**src/rtl/cc_ami_pkg.sv**
```systemverilog
package cc_ami_pkg;

  // Lower duty limit: 50 % of the bit period, rounded up
  function automatic int win_lo(input int period);
    return (period * 50 + 99) / 100;
  endfunction

  // Upper duty limit: 70 % of the bit period, rounded down
  function automatic int win_hi(input int period);
    return (period * 70) / 100;
  endfunction

  typedef enum logic {POL_POS = 1'b0, POL_NEG = 1'b1} pol_e;

endpackage

```
**src/rtl/cc_width_clamp.sv**
```systemverilog
module cc_width_clamp
  import cc_ami_pkg::*;
#(
  parameter int PERIOD_CLKS = 781,
  parameter int CNT_W       = 10
) (
  input  logic             clk,
  input  logic             rst,
  input  logic [CNT_W-1:0] width_cfg,
  output logic [CNT_W-1:0] width_eff
);
  localparam logic [CNT_W-1:0] LO = CNT_W'(win_lo(PERIOD_CLKS));
  localparam logic [CNT_W-1:0] HI = CNT_W'(win_hi(PERIOD_CLKS));

  logic [CNT_W-1:0] clamped;

  always_comb begin
    if (width_cfg < LO)      clamped = LO;
    else if (width_cfg > HI) clamped = HI;
    else                     clamped = width_cfg;
  end

  always_ff @(posedge clk) begin
    if (rst) width_eff <= LO;
    else     width_eff <= clamped;
  end
endmodule

```
**src/rtl/cc_polarity_seq.sv**
```systemverilog
module cc_polarity_seq
  import cc_ami_pkg::*;
(
  input  logic clk,
  input  logic rst,
  input  logic bit_en,
  input  logic frame_stb,
  output logic fire,
  output pol_e pol_now
);
  logic aligned;
  pol_e last_pol;

  always_comb begin
    fire = bit_en && (aligned || frame_stb);
    if (frame_stb) pol_now = aligned ? last_pol : POL_POS;
    else           pol_now = (last_pol == POL_POS) ? POL_NEG : POL_POS;
  end

  always_ff @(posedge clk) begin
    if (rst) begin
      aligned  <= 1'b0;
      last_pol <= POL_NEG;
    end else if (fire) begin
      aligned  <= 1'b1;
      last_pol <= pol_now;
    end
  end
endmodule

```
**src/rtl/cc_pulse_drv.sv**
```systemverilog
module cc_pulse_drv
  import cc_ami_pkg::*;
#(
  parameter int CNT_W = 10
) (
  input  logic             clk,
  input  logic             rst,
  input  logic             fire,
  input  pol_e             pol_now,
  input  logic [CNT_W-1:0] width_eff,
  output logic [1:0]       lanes
);
  logic [CNT_W-1:0] remain;
  logic             busy;

  always_ff @(posedge clk) begin
    if (rst) begin
      remain <= '0;
      busy   <= 1'b0;
    end else if (fire) begin
      remain <= width_eff - CNT_W'(1);
      busy   <= 1'b1;
    end else if (busy) begin
      if (remain == '0) busy <= 1'b0;
      else              remain <= remain - CNT_W'(1);
    end
  end

  // lane 0 = positive, lane 1 = negative
  for (genvar g = 0; g < 2; g++) begin : g_lane
    always_ff @(posedge clk) begin
      if (rst)                        lanes[g] <= 1'b0;
      else if (fire)                  lanes[g] <= (pol_now == pol_e'(g));
      else if (busy && remain == '0)  lanes[g] <= 1'b0;
    end
  end
endmodule

```
**src/rtl/cc_ami_enc.sv**
```systemverilog
module cc_ami_enc
  import cc_ami_pkg::*;
#(
  parameter int PERIOD_CLKS = 781,
  parameter int CNT_W       = 10
) (
  input  logic             clk,
  input  logic             rst,
  input  logic             bit_en,
  input  logic             frame_stb,
  input  logic [CNT_W-1:0] width_cfg,
  output logic             out_pos,
  output logic             out_neg
);
  logic [CNT_W-1:0] width_eff;
  logic             fire;
  pol_e             pol_now;
  logic [1:0]       lanes;

  cc_width_clamp #(.PERIOD_CLKS(PERIOD_CLKS), .CNT_W(CNT_W)) u_clamp (
    .clk(clk), .rst(rst), .width_cfg(width_cfg), .width_eff(width_eff)
  );

  cc_polarity_seq u_pol (
    .clk(clk), .rst(rst), .bit_en(bit_en), .frame_stb(frame_stb),
    .fire(fire), .pol_now(pol_now)
  );

  cc_pulse_drv #(.CNT_W(CNT_W)) u_drv (
    .clk(clk), .rst(rst), .fire(fire), .pol_now(pol_now),
    .width_eff(width_eff), .lanes(lanes)
  );

  assign out_pos = lanes[0];
  assign out_neg = lanes[1];
endmodule

```
**config.mk**
```make
export PLATFORM = sky130hd
export DESIGN_NAME = cc_ami_enc
export DESIGN_NICKNAME = d
export VERILOG_FILES = /design/src/rtl/cc_ami_pkg.sv /design/src/rtl/cc_width_clamp.sv /design/src/rtl/cc_polarity_seq.sv /design/src/rtl/cc_pulse_drv.sv /design/src/rtl/cc_ami_enc.sv
export SDC_FILE = /design/constraint.sdc
export NUM_CORES = 1
export LEC_CHECK = 0
export ABC_CLOCK_PERIOD_IN_PS = 6000
export BUFFER_PORTS_ARGS = -buffer_cell sky130_fd_sc_hd__buf_2
export CAP_MARGIN = 10
export CORE_MARGIN = 5
export CORE_UTILIZATION = 60
export CTS_CLUSTER_SIZE = 8
export DETAILED_ROUTE_END_ITERATION = 12
export PLACE_DENSITY = 0.82
export SYNTH_ARGS = -nofsm -noshare
export SYNTH_HDL_FRONTEND = slang
export SYNTH_SLANG_ARGS = --single-unit
```
**constraint.sdc**
```tcl
create_clock -name clk -period 6 [get_ports clk]
set_input_delay 1.2 -clock clk [delete_from_list [all_inputs] [get_ports clk]]
set_output_delay 1.2 -clock clk [all_outputs]
set_load 0.02 [all_outputs]
```
# --- After elaboration in Yosys (flattened, before gate mapping) ---
# Cells that the tools add are included.
# W data, S select, Z words.
op_classes:
  shifts: 0
  mux: 13
  n_addsub: 2
  mul: 0
  n_div: 0
  n_eq_ne: 1
  n_lt_le_gt_ge: 2
  bitwise_logic: 1
  n_reduce_logical: 9
ops:
  columns: ["cell", "n"]
  rows:
  - ["$mux W10", 4]
  - ["$sub A10 B1 Y10 const B", 2]
  - ["$gt A10 B10 Y1 const B", 1]
  - ["$logic_not A10 Y1", 1]
  - ["$lt A10 B9 Y1 const B", 1]
  - ["$mux W1", 9]
  - ["$reduce_bool A2 Y1", 2]
  - ["$reduce_or A3 Y1", 1]
  - ["$logic_and A1 B1 Y1", 2]
  - ["$ne A2 B2 Y1 const B", 1]
  - ["$reduce_and A2 Y1", 1]
  - ["$reduce_or A2 Y1", 1]
  - ["$logic_or A1 B1 Y1", 1]
  - ["$not A1 Y1", 1]
word_totals:
  out_inout_bits: 2
  regBits: 25
  latchBits: 0
  rom_bits: 0
  input_bits: 14
  memories: 0
  mem_bits_rw: 0
  elab_cells: 36

# --- Longest topological paths before layout ---
# Gate-level depths: netlist of run 1.
depth:
  ltp_word: 4
  mapped_depth: 10
  depth_no_buf: 8

# --- Hierarchy ---
# Synthesis of run 1 repeated with hierarchy kept, for this count alone.
hier_totals:
  cells_unflattened: 150
  hier_area_um2: 1382.6
by_module_without_submodules:
  columns: ["mod", "cells_per_inst", "seq_area_each_um2", "area_each_um2", "instances"]
  rows:
  - ["cc_pulse_drv", 105, 260.2, 908.4, 1]
  - ["cc_width_clamp", 34, 200.2, 374.1, 1]
  - ["cc_polarity_seq", 11, 40.0, 100.1, 1]

# --- Least setup slack after synthesis of run 1 ---
# No wires, ideal clock.
synth_path:
  kind: "input to register"
  startpoint: "in bit_en"
  endpoint: "reg u_drv.remain[8]"
  setup_time_ns: 0.130
  arrival_ns: 3.085
  n_path_buf: 2
  setup_slack_ns: 2.784
  cell_stages: 10
  required_ns: 5.870
  path_cell_list: "o21a_1 > clkbuf_1 > mux2i_1 > ha_1 > clkbuf_1 > nor3b_1 > nand2_1 > nor3_1 > a32o_1 > nor3_2"
synth_via:
  elab_chain_cells: 3
  elab_cells_between_ends: 5
  cone_classes: "1 x eq/ne; 1 x mux; 3 x reduce/logical"
synth_rtl:
  columns: ["element", "line_no", "rtl"]
  rows:
  - ["from (decl)", "cc_ami_enc.sv:9", "input logic bit_en,"]
  - ["$logic_and A1 B1 Y1 (*)", "cc_polarity_seq.sv:15", "fire = bit_en && (aligned || frame_stb);"]
  - ["$ne A2 B2 Y1 (no line) or $reduce_bool A2 Y1 (tied branches)", null, null]
  - ["$reduce_and A2 Y1 (no line)", null, null]
  - ["to (signal assigned)", "cc_pulse_drv.sv:21", "remain <= width_eff - CNT_W'(1);"]
  - ["to (signal assigned)", "cc_pulse_drv.sv:25", "else remain <= remain - CNT_W'(1);"]
  - ["to (decl)", "cc_pulse_drv.sv:13", "logic [CNT_W-1:0] remain;"]
# Every way passes the cells marked *; elsewhere a longest branch is shown, timed or not.
# A chain may end at the register's enable or synchronous reset.

# --- Worst setup path in the final report of run 1 ---
# Ends and elaborated chain as after synthesis.

==> results of run 1 <==
==> worst reg2reg max path, stage by stage, from the launching register on <==
cell and delay (ps):
dfxtp_1 410, o21a_1 450, mux2i_1 290, ha_1 370
nor3b_1 330, nand2_1 120, nor3_1 220, a211oi_1 130
nor3_2 200
==> metal layers <==
layer / vias up / part of all wire / GRT usage
met5: - / 0 / 0
met4: 0 / 0 / 0.0729
met3: 0 / 0.054 / 0.0256
met2: 31 / 0.52 / 0.299
met1: 510 / 0.43 / 0.199
li1: 546 / - / -
==> power by group through the flow <==
stage / Clock, uW / Combinational [uW] / Sequential, uW
floorplan: 0 / 63.1 / 196
global placement: 0 / 79.5 / 198
detailed placement: 0 / 81.9 / 199
CTS: 73.6 / 82.9 / 195
global route: 80.5 / 94.6 / 197
finish: 71.3 / 83.1 / 195
==> metrics by stage <==
stage | util | area, um2 | hold slack (ps) | worst slack [ps] | instances
3_3_place_gp | 0.679 | 1330 | 481 | 2740 | 180
2_1_floorplan | - | 1240 | 466 | 2780 | 142
5_1_grt | 0.693 | 1360 | 552 | 2650 | 184
3_5_place_dp | 0.679 | 1330 | 496 | 2560 | 180
4_1_cts | 0.693 | 1360 | 525 | 2880 | 184
6_report | 0.693 | 1360 | 519 | 2860 | 184
==> sequential cells by signal, summed over array words and instances (netlist names) <==
register           flops
u_pol.last_pol         1
u_clamp.width_eff     10
u_drv.busy             1
u_pol.aligned          1
u_drv.remain          10
u_drv.lanes            2
==> worst paths after layout <==
path / startpoint / end / slack (ps) / cells past startpoint
worst min-delay path: u_drv.lanes[1]$_SDFFE_PP0P_ / u_drv.lanes[1]$_SDFFE_PP0P_ / 520 / 2
worst max register to register: u_pol.aligned$_SDFFE_PP0N_ / u_drv.remain[8]$_SDFFE_PP0P_ / 3430 / 8
worst max-delay path: bit_en / u_drv.remain[8]$_SDFFE_PP0P_ / 2860 / 9
worst min register to register: u_drv.lanes[1]$_SDFFE_PP0P_ / u_drv.lanes[1]$_SDFFE_PP0P_ / 520 / 2
==> synthesized netlist by cell type (all sizes together), types with 2 or more instances <==
master / number / area (um2)
xor2: 2 / 17.5
nand2: 9 / 33.8
nand3: 4 / 20.0
inv: 5 / 18.8
mux2i: 5 / 50.1
and2: 4 / 25.0
a31oi: 3 / 18.8
or4: 3 / 26.3
nor4: 2 / 18.8
nor3: 11 / 60.1
a211oi: 7 / 52.6
or2: 2 / 12.5
clkbuf: 4 / 15.0
nor3b: 2 / 15.0
o21ai: 4 / 20.0
xnor2: 6 / 52.6
nand3b: 2 / 15.0
a21o: 4 / 30.0
a21oi: 9 / 45.0
nor2: 14 / 52.6
dfxtp: 25 / 500
==> logic make-up (layout without fill, tap and decap cells) <==
logic type                 count (synthesis)  after routing
AOI/OAI and AO/OA                         35             35
xor gates and xnor gates                   8              8
adders and majority gates                  1              1
buffers and inverters                     10             25
DFF                                       25             25
muxes                                      5              5
and+or+nand+nor                           58             58
==> final cells by class <==
type | count | area (um2) | area share
multi-input combinational | 107 | 697 | 0.513
sequential | 25 | 500 | 0.368
timing repair buffer | 16 | 82.6 | 0.0608
tap | 27 | 33.8 | 0.0249
clock buffer | 4 | 26.3 | 0.0193
inverter | 5 | 18.8 | 0.0138
==> cells in the final DEF (no fill, tap or decap), types with 2 or more instances in the layout <==
master / count
buf_2: 15
a21o_1: 4
inv_1: 5
nor3b_1: 2
nand3b_1: 2
a21oi_1: 9
mux2i_1: 5
a31oi_1: 3
nor2_1: 14
or4_1: 2
nor3_1: 10
clkbuf_4: 3
nand3_1: 4
dfxtp_1: 25
xor2_1: 2
o21ai_1: 3
and2_1: 4
nand2_1: 9
a211oi_1: 7
xnor2_1: 6
==> results.yml, run 1 <==
job:
  max_cap_violations: 0
floorplanning:
  pin_count: 16
  core_um2: 1960
  num_rows: 16
  die_x_um: 55.4
  dieArea_um2: 3070
  die_y_um: 55.4
  initial_core_util: 0.630
critical_path:
  arrival_ps: 3380
  worstPathCellList: "buf_2 -> o21a_1 -> mux2i_1 -> ha_1 -> nor3b_1 -> nand2_1 -> nor3_1 -> a211oi_1 -> nor3_2"
  crit_required_ps: 6240
  crit_fanout: 13
  cp_num_buf_inv: 1
  slowest_delay_ps: 420
  slowest_stage: "o21a_1"
  endpoint_kind: "register"
  start_kind: "input pin"
  crit_type: "in2reg"
  critPathTopFamily: "simple AND/OR/NAND/NOR gates"
place:
  gp_congestion: 0.922
  dp_hpwl_um: 1890
  port_buffers: 15
detailed_routing:
  drt_iter0_markers: 22
  routed_wirelength_um: 2410
  ant_nets: 0
  dr.pass1.iters: 4
  routed_via_density: 5.91
  drc: 0
  routedWlPerCell_um: 13.1
  via_count: 1087
global_routing:
  grt_overflow: 0
  grt_util_all_layers: 0.169
  antenna_found_initial: 0
  grt_pass1_vias: 1037
  grt_max_degree: 19
  grt_pass1_wl_um: 4300
logic_synthesis:
  ys_warn_count: 0
  synth_cell_types: 41
  yosys.area_share.simple: 0.267
  yosys.area_share.xor_xnor: 0.0567
  syn-instance-count: 142
  synth-seq-area-share: 0.405
  synth_compound_area_frac: 0.189
  async_reset_ff_frac: 0
  synth_flop_cell: "dfxtp_1"
  synthAdderAreaFrac: 0.0101
  postSynthAreaPerCell_um2: 8.71
  syn_area_um2: 1240
  synth-edff-count: 0
  muxShareOfSynthArea: 0.0405
  syn-num-nets: 157
  ys_ff_latch: 25
  synth_top_family_by_area: "simple AND/OR/NAND/NOR gates"
clock_tree:
  worstSkewPairLatency_ps: 300
  cts_resized: 0
  clk_pin_slew_ps: 120
  cts_tree: "built"
  htree_levels: 1
  cts_buffers: 3
  post-cts-setup-buffer-count: 0
  root_buffer: "clkbuf_4"
  cts.sinks: 25
  cts_buffer_depth: 2
  postCtsHoldBufs: 0
power:
  p_switching_uw: 106
  pwr-share-comb: 0.238
  totalPowerFinal_uw: 349
  intPower_uw: 244
  power_density_nw_per_um2: 257
  p_clk_frac: 0.204
  max-vdd-ir-drop_mv: 0.165
  seqPwrFrac: 0.558
  p_leak_uw: 0.000535
  p_sw_frac: 0.302
sta:
  worst_pin_slew_ps: 585
  setup_violations: 0
  fin_skew_ps: 2.59
  final_hold_viol_count: 0
  slew_viol_final: 0
  rsz0062_at_grt: "no"
  tns_ps: 0
  max_freq_ghz: 0.318
  finalCritPeriodShare: 0.524
  slew_headroom: 0.608
  final.min_clock_period_ps: 3140
worst_hold_path:
  min_path_type: "reg2reg"
finish:
  diodes: 0
  drive_above_1_share: 0.153
  nFillCells: 186
  nets: 173
  syn_to_final_growth_pct: 9.92
status:
  status: "finished clean"
Power figures use the tool's default switching activity.
==> run 2, diff against run 1 <==
- ABC_CLOCK_PERIOD_IN_PS: 6000 -> 2700
- CORE_UTILIZATION: 60 -> 50
- PLACE_DENSITY: 0.82 -> 0.73
- clock period: 6 -> 2.7 ns (I/O delays scaled with it)
==> run 2 against run 1 <==
  * Sequential share of layout area shrank 0.53 points
  * First-iteration DRC count up 86%
  * Setup slack lost 2300 ps
  * Non-clock buffer count up 2
  * Via count decreased by 1.7%
  * Cell count increased by 2.7%
  * Utilization fell by 12 points
  * Combinational power grew 130%
  * Global-route usage fell by 0.34 points
  * Final area rose by 1.5%
  * Critical endpoint unchanged
  * Largest cell class unchanged
  * Largest power group unchanged
==> results.yml, run 2 (same netlist as run 1, synthesis figures left out) <==
status:
  status: "finished clean"
finish:
  diodes: 0
  syn_to_final_growth_pct: 11.5
  final_cell_mix: "dfxtp_1 (25), buf_2 (15), nor2_1 (14)"
  drive_above_1_share: 0.170
  largestRegisters: "u_clamp.width_eff (10), u_drv.remain (10), u_drv.lanes (2)"
  layout_commonest_cell: "dfxtp_1"
  nets: 175
critical_path:
  crit_required_ps: 2900
  slowest_stage: "dfxtp_1"
  slowest_delay_ps: 420
  cp_num_buf_inv: 0
  critPathTopFamily: "simple AND/OR/NAND/NOR gates"
  path_depth: 8
  crit_type: "reg2reg"
  worstPathCellList: "o21a_1 -> mux2i_1 -> ha_1 -> nor3b_1 -> nand2_1 -> nor3_1 -> a32o_1 -> nor3_2"
  reg2reg_to: "u_drv.remain[8]$_SDFFE_PP0P_"
  crit_fanout: 7
  start_kind: "register"
  reg2regPathDepth: 8
  cp-endpoint: "u_drv.remain[8]$_SDFFE_PP0P_"
  arrival_ps: 2350
  crit_path_start: "u_pol.aligned$_SDFFE_PP0N_"
  endpoint_kind: "register"
  r2r_start: "u_pol.aligned$_SDFFE_PP0N_"
  r2r_slack_ps: 560
floorplanning:
  die_y_um: 59.7
  core_um2: 2410
  pin_count: 16
  initial_core_util: 0.513
  die_x_um: 59.7
  dieArea_um2: 3570
  num_rows: 18
clock_tree:
  worstSkewPairLatency_ps: 310
  cts_tree: "built"
  cts_buffers: 3
  htree_levels: 1
  cts.sinks: 25
  cts_buffer_depth: 2
  root_buffer: "clkbuf_4"
  clk_pin_slew_ps: 140
  cts_resized: 0
  postCtsHoldBufs: 0
  post-cts-setup-buffer-count: 0
detailed_routing:
  dr.pass1.iters: 4
  routed_via_density: 5.65
  routed_wirelength_um: 2610
  routedWlPerCell_um: 13.8
  ant_nets: 0
  via_count: 1068
  drc: 0
  drt_iter0_markers: 41
global_routing:
  grt_max_degree: 19
  grt_overflow: 0
  antenna_found_initial: 0
  grt_pass1_vias: 1078
  grt_pass1_wl_um: 4460
  grt_util_all_layers: 0.165
sta:
  final.min_clock_period_ps: 2140
  slew_headroom: 0.660
  rsz0062_at_grt: "no"
  tns_ps: 0
  finalCritPeriodShare: 0.794
  setup_violations: 0
  slew_viol_final: 0
  fin_skew_ps: 5.41
  final_hold_viol_count: 0
  worst_pin_slew_ps: 508
  max_freq_ghz: 0.466
power:
  power_density_nw_per_um2: 573
  p_sw_frac: 0.313
  totalPowerFinal_uw: 791
  seqPwrFrac: 0.549
  intPower_uw: 544
  p_switching_uw: 247
  p_clk_frac: 0.207
  p_leak_uw: 0.000548
  max-vdd-ir-drop_mv: 0.333
  pwr-share-comb: 0.243
worst_hold_path:
  min_path_type: "in2reg"
place:
  port_buffers: 15
  dp_hpwl_um: 2040
  gp_congestion: 0.822
job:
  max_cap_violations: 0
==> run 2: cell count changes in the layout (fill, tap and decap cells not counted) <==
cell      delta
clkinv_2     +1
clkbuf_1     -1
buf_4        +2
==> run 2: layout make-up <==
cell class,count,area [um2]
Clock buffer,3,22.5
Fill cell,212,1030
Clock inverter,1,5.00
Inverter,5,18.8
Multi-Input combinational cell,107,697
Timing Repair Buffer,18,97.6
Tap cell,30,37.5
Sequential cell,25,500
==> run 2: how the worst min path moves through the flow <==
stage / from / endpoint / slack [ps] / cells after the start
2_1_floorplan: u_drv.remain[9]$_SDFFE_PP0P_ / u_drv.remain[9]$_SDFFE_PP0P_ / 470 / 2
3_3_place_gp: u_drv.remain[9]$_SDFFE_PP0P_ / u_drv.remain[9]$_SDFFE_PP0P_ / 490 / 2
3_5_place_dp: u_pol.last_pol$_SDFFE_PP1N_ / u_pol.last_pol$_SDFFE_PP1N_ / 500 / 1
4_1_cts: width_cfg[9] / u_clamp.width_eff[6]$_SDFF_PP0_ / 420 / 2
5_1_grt: width_cfg[0] / u_clamp.width_eff[0]$_SDFF_PP1_ / 410 / 2
6_report: width_cfg[1] / u_clamp.width_eff[1]$_SDFF_PP1_ / 430 / 2
==> run 2: metal layers <==
| layer | global-route usage | share of wire | vias up |
|---|---|---|---|
| met5 | 0 | 0 | - |
| met4 | 0.0570 | 0.010 | 0 |
| met3 | 0.0454 | 0.058 | 4 |
| met2 | 0.304 | 0.50 | 30 |
| met1 | 0.179 | 0.43 | 483 |
| li1 | - | - | 551 |
==> run 2: metrics by stage <==
stage           util  instance area [um2]  setup WS, ps  cells  hold WS [ps]
3_5_place_dp   0.561                 1350           346    185           497
4_1_cts        0.572                 1380           569    189           419
2_1_floorplan      -                 1240           144    142           466
5_1_grt        0.572                 1380           335    189           414
3_3_place_gp   0.561                 1350           436    185           487
6_report       0.572                 1380           556    189           426
==> run 2: power by group through the flow <==
stage / combinational [uW] / sequential, uW / clock [uW]
after floorplan: 140 / 435 / 0
after CTS: 192 / 433 / 170
final: 192 / 434 / 164
after detailed placement: 190 / 442 / 0
after global placement: 186 / 439 / 0
after global routing: 218 / 438 / 188
==> run 3, diff against run 2 <==
- ABC_AREA: default -> 1
- ABC_CLOCK_PERIOD_IN_PS: 2700 -> 1700
- CORE_UTILIZATION: 50 -> 51
- PLACE_DENSITY: 0.73 -> 0.74
- clock period: 2.7 -> 1.7 ns (I/O delays scaled with it)
==> run 3 against run 2 <==
  * Synthesized cell count rose by 35%
  * Setup slack worse by 430 ps
  * Flip-flop and latch count unchanged
  * Wire length up 13%
  * Largest power group unchanged
  * Maximum frequency rose by 36%
  * Sequential power up 54%
==> results.yml, run 3 <==
power:
  power_density_nw_per_um2: 897
  p_leak_uw: 0.000784
  max-vdd-ir-drop_mv: 0.627
  totalPowerFinal_uw: 1390
place:
  dp_cells: 241
  gp_congestion: 0.891
  port_buffers: 15
  dp_hpwl_um: 2280
logic_synthesis:
  ys_ff_latch: 25
  synth_top_family_by_area: "simple AND/OR/NAND/NOR gates"
  synth_compound_area_frac: 0.131
  postSynthAreaPerCell_um2: 7.04
  yosys.area.top_type: "dfxtp_1"
  synth_flop_cell: "dfxtp_1"
  syn_area_um2: 1350
  synth_top_area_share: 0.370
  synthTopCellsByArea: "dfxtp_1 (37%), nand2_1 (12%), inv_1 (8.6%)"
  synthTopCellsByCount: "nand2_1 (43), inv_1 (31), dfxtp_1 (25)"
  ys_warn_count: 0
  yosysMostFrequentCell: "nand2_1"
  syn-num-nets: 207
  muxShareOfSynthArea: 0
  synth-edff-count: 0
  async_reset_ff_frac: 0
  yosys.area_share.simple: 0.365
  synth_cell_types: 27
  yosys.area_share.xor_xnor: 0.00648
  syn-instance-count: 192
  synthAdderAreaFrac: 0.00925
  synth-seq-area-share: 0.370
clock_tree:
  cts_buffers: 3
  cts_tree: "built"
  worstSkewPairLatency_ps: 320
  root_buffer: "clkbuf_4"
  clk_pin_slew_ps: 130
  cts_buffer_depth: 2
  cts.sinks: 25
  postCtsHoldBufs: 0
  htree_levels: 1
sta:
  whs_ps: 195
  final_hold_viol_count: 0
  setup_violations: 0
  worst_pin_slew_ps: 302
  final.min_clock_period_ps: 1580
  max_freq_ghz: 0.634
  fin_skew_ps: 3.35
  slew_viol_final: 0
  tns_ps: 0
  finalCritPeriodShare: 0.927
  slew_headroom: 0.797
critical_path:
  r2r_start: "u_pol.aligned$_SDFFE_PP0N_"
  reg2regPathDepth: 11
  r2r_slack_ps: 120
  start_kind: "register"
  arrival_ps: 1820
  crit_fanout: 5
  endpoint_kind: "register"
  crit_type: "reg2reg"
  reg2reg_to: "u_drv.remain[6]$_SDFFE_PP0P_"
  crit_required_ps: 1940
worst_hold_path:
  min_path_type: "in2reg"
  min_from: "width_cfg[9]"
  hold_end: "u_clamp.width_eff[7]$_SDFF_PP1_"
  hold_depth: 2
finish:
  diodes: 0
  final_cell_mix: "nand2_1 (43), inv_1 (31), dfxtp_1 (24)"
  seq_area_um2: 502
  syn_to_final_growth_pct: 14.9
  largestRegisters: "u_clamp.width_eff (10), u_drv.remain (10), u_drv.lanes (2)"
  stdcell_count: 247
  multi_input_area_um2: 703
  layout_commonest_cell: "nand2_1"
  fin_util: 0.622
  nets: 233
  drive_above_1_share: 0.240
  nFillCells: 207
global_routing:
  grt_overflow: 0
  antenna_found_initial: 0
  grt_pass1_wl_um: 4890
  grt_util_all_layers: 0.174
  grt_max_degree: 18
  grt_pass1_vias: 1199
floorplanning:
  die_x_um: 61.5
  num_rows: 18
  die_y_um: 61.5
  pin_count: 16
  dieArea_um2: 3780
  initial_core_util: 0.541
  core_um2: 2500
detailed_routing:
  via_count: 1294
  drt_iter0_markers: 55
  routedWlPerCell_um: 11.9
  routed_wirelength_um: 2940
  dr.pass1.iters: 4
  routed_via_density: 5.24
  ant_nets: 0
  drc: 0
job:
  max_cap_violations: 0
status:
  status: "finished clean"
[run 3: changes by cell type in the layout (fill, tap and decap cells not counted), moves of 5 or more]
cell	before	now
nand2_2	0	9
o21ai_0	1	7
nor3_1	10	0
nand3b_1	2	7
inv_1	5	31
nand4_1	0	6
nand2_1	9	43
nand3_1	4	13
buf_4	3	10
xnor2_1	6	1
mux2i_1	5	0
a211oi_1	7	1
[run 3: kinds of logic (layout without fill, tap and decap cells)]
| family | Yosys count | count (layout) |
|---|---|---|
| AOI/OAI and AO/OA | 29 | 29 |
| xor gates and xnor gates | 1 | 1 |
| adders and majority gates | 1 | 1 |
| buffers and inverters | 37 | 62 |
| DFF | 25 | 25 |
| and+or+nand+nor | 99 | 99 |
[run 3: worst max path at each step]
stage                               startpoint                           end  slack, ps  cells after the start
floorplan                               bit_en  u_drv.remain[6]$_SDFFE_PP0P_         50                     13
CTS                 u_pol.aligned$_SDFFE_PP0N_  u_drv.remain[9]$_SDFFE_PP0P_         90                     11
global placement                     frame_stb  u_drv.remain[6]$_SDFFE_PP0P_         40                     12
finish              u_pol.aligned$_SDFFE_PP0N_  u_drv.remain[6]$_SDFFE_PP0P_        120                     11
detailed placement                   frame_stb  u_drv.remain[9]$_SDFFE_PP0P_        -30                     12
global route        u_pol.aligned$_SDFFE_PP0N_  u_drv.remain[6]$_SDFFE_PP0P_        -20                     11
[run 3: final cells by class]
cell class              count  share of cell area
multi-input cells         130               0.452
well taps                  30              0.0242
flip-flops and latches     25               0.323
repair buffers             26               0.106
inverters                  32              0.0773
clock buffers               4              0.0169
[run 3: worst max-delay path, stage by stage (launching register included)]
cell and delay (ps):
dfxtp_2 360, o21ai_4 210, nand2_1 120, o21ai_4 80, ha_1 180, nand2_2 80, nor2_4 140, nand2_1 80
nand3_1 70, nand3_1 70, nand2_1 80, inv_1 40
[run 3: routing by layer]
metal | global-route usage | part of all wire | wire length [um] | vias up
li1 | - | - | - | 663
met5 | 0 | 0 | 0 | -
met4 | 0.118 | 0.038 | 111 | 0
met3 | 0.0231 | 0.062 | 183 | 9
met1 | 0.197 | 0.41 | 1220 | 567
met2 | 0.300 | 0.49 | 1430 | 55
[run 3: through the flow]
step                      area (um2)  worst slack (ps)
final                           1550               123
after global routing            1550             -21.4
after CTS                       1520              85.8
after detailed placement        1490             -30.9
after global placement          1490              42.7
after floorplan                 1350              48.3
[run 3: timing repair]
action | 4_1_cts | 5_1_grt
buffers inserted | 0 | 2
resized for setup | 0 | 5
endpoints found under the setup margin | 0 | 4
[run 3: where the power goes]
part,internal [uW],switching (uW),total (uW)
sequential,643,27.7,670
combinational,170,285,454
clock,92.0,178,270
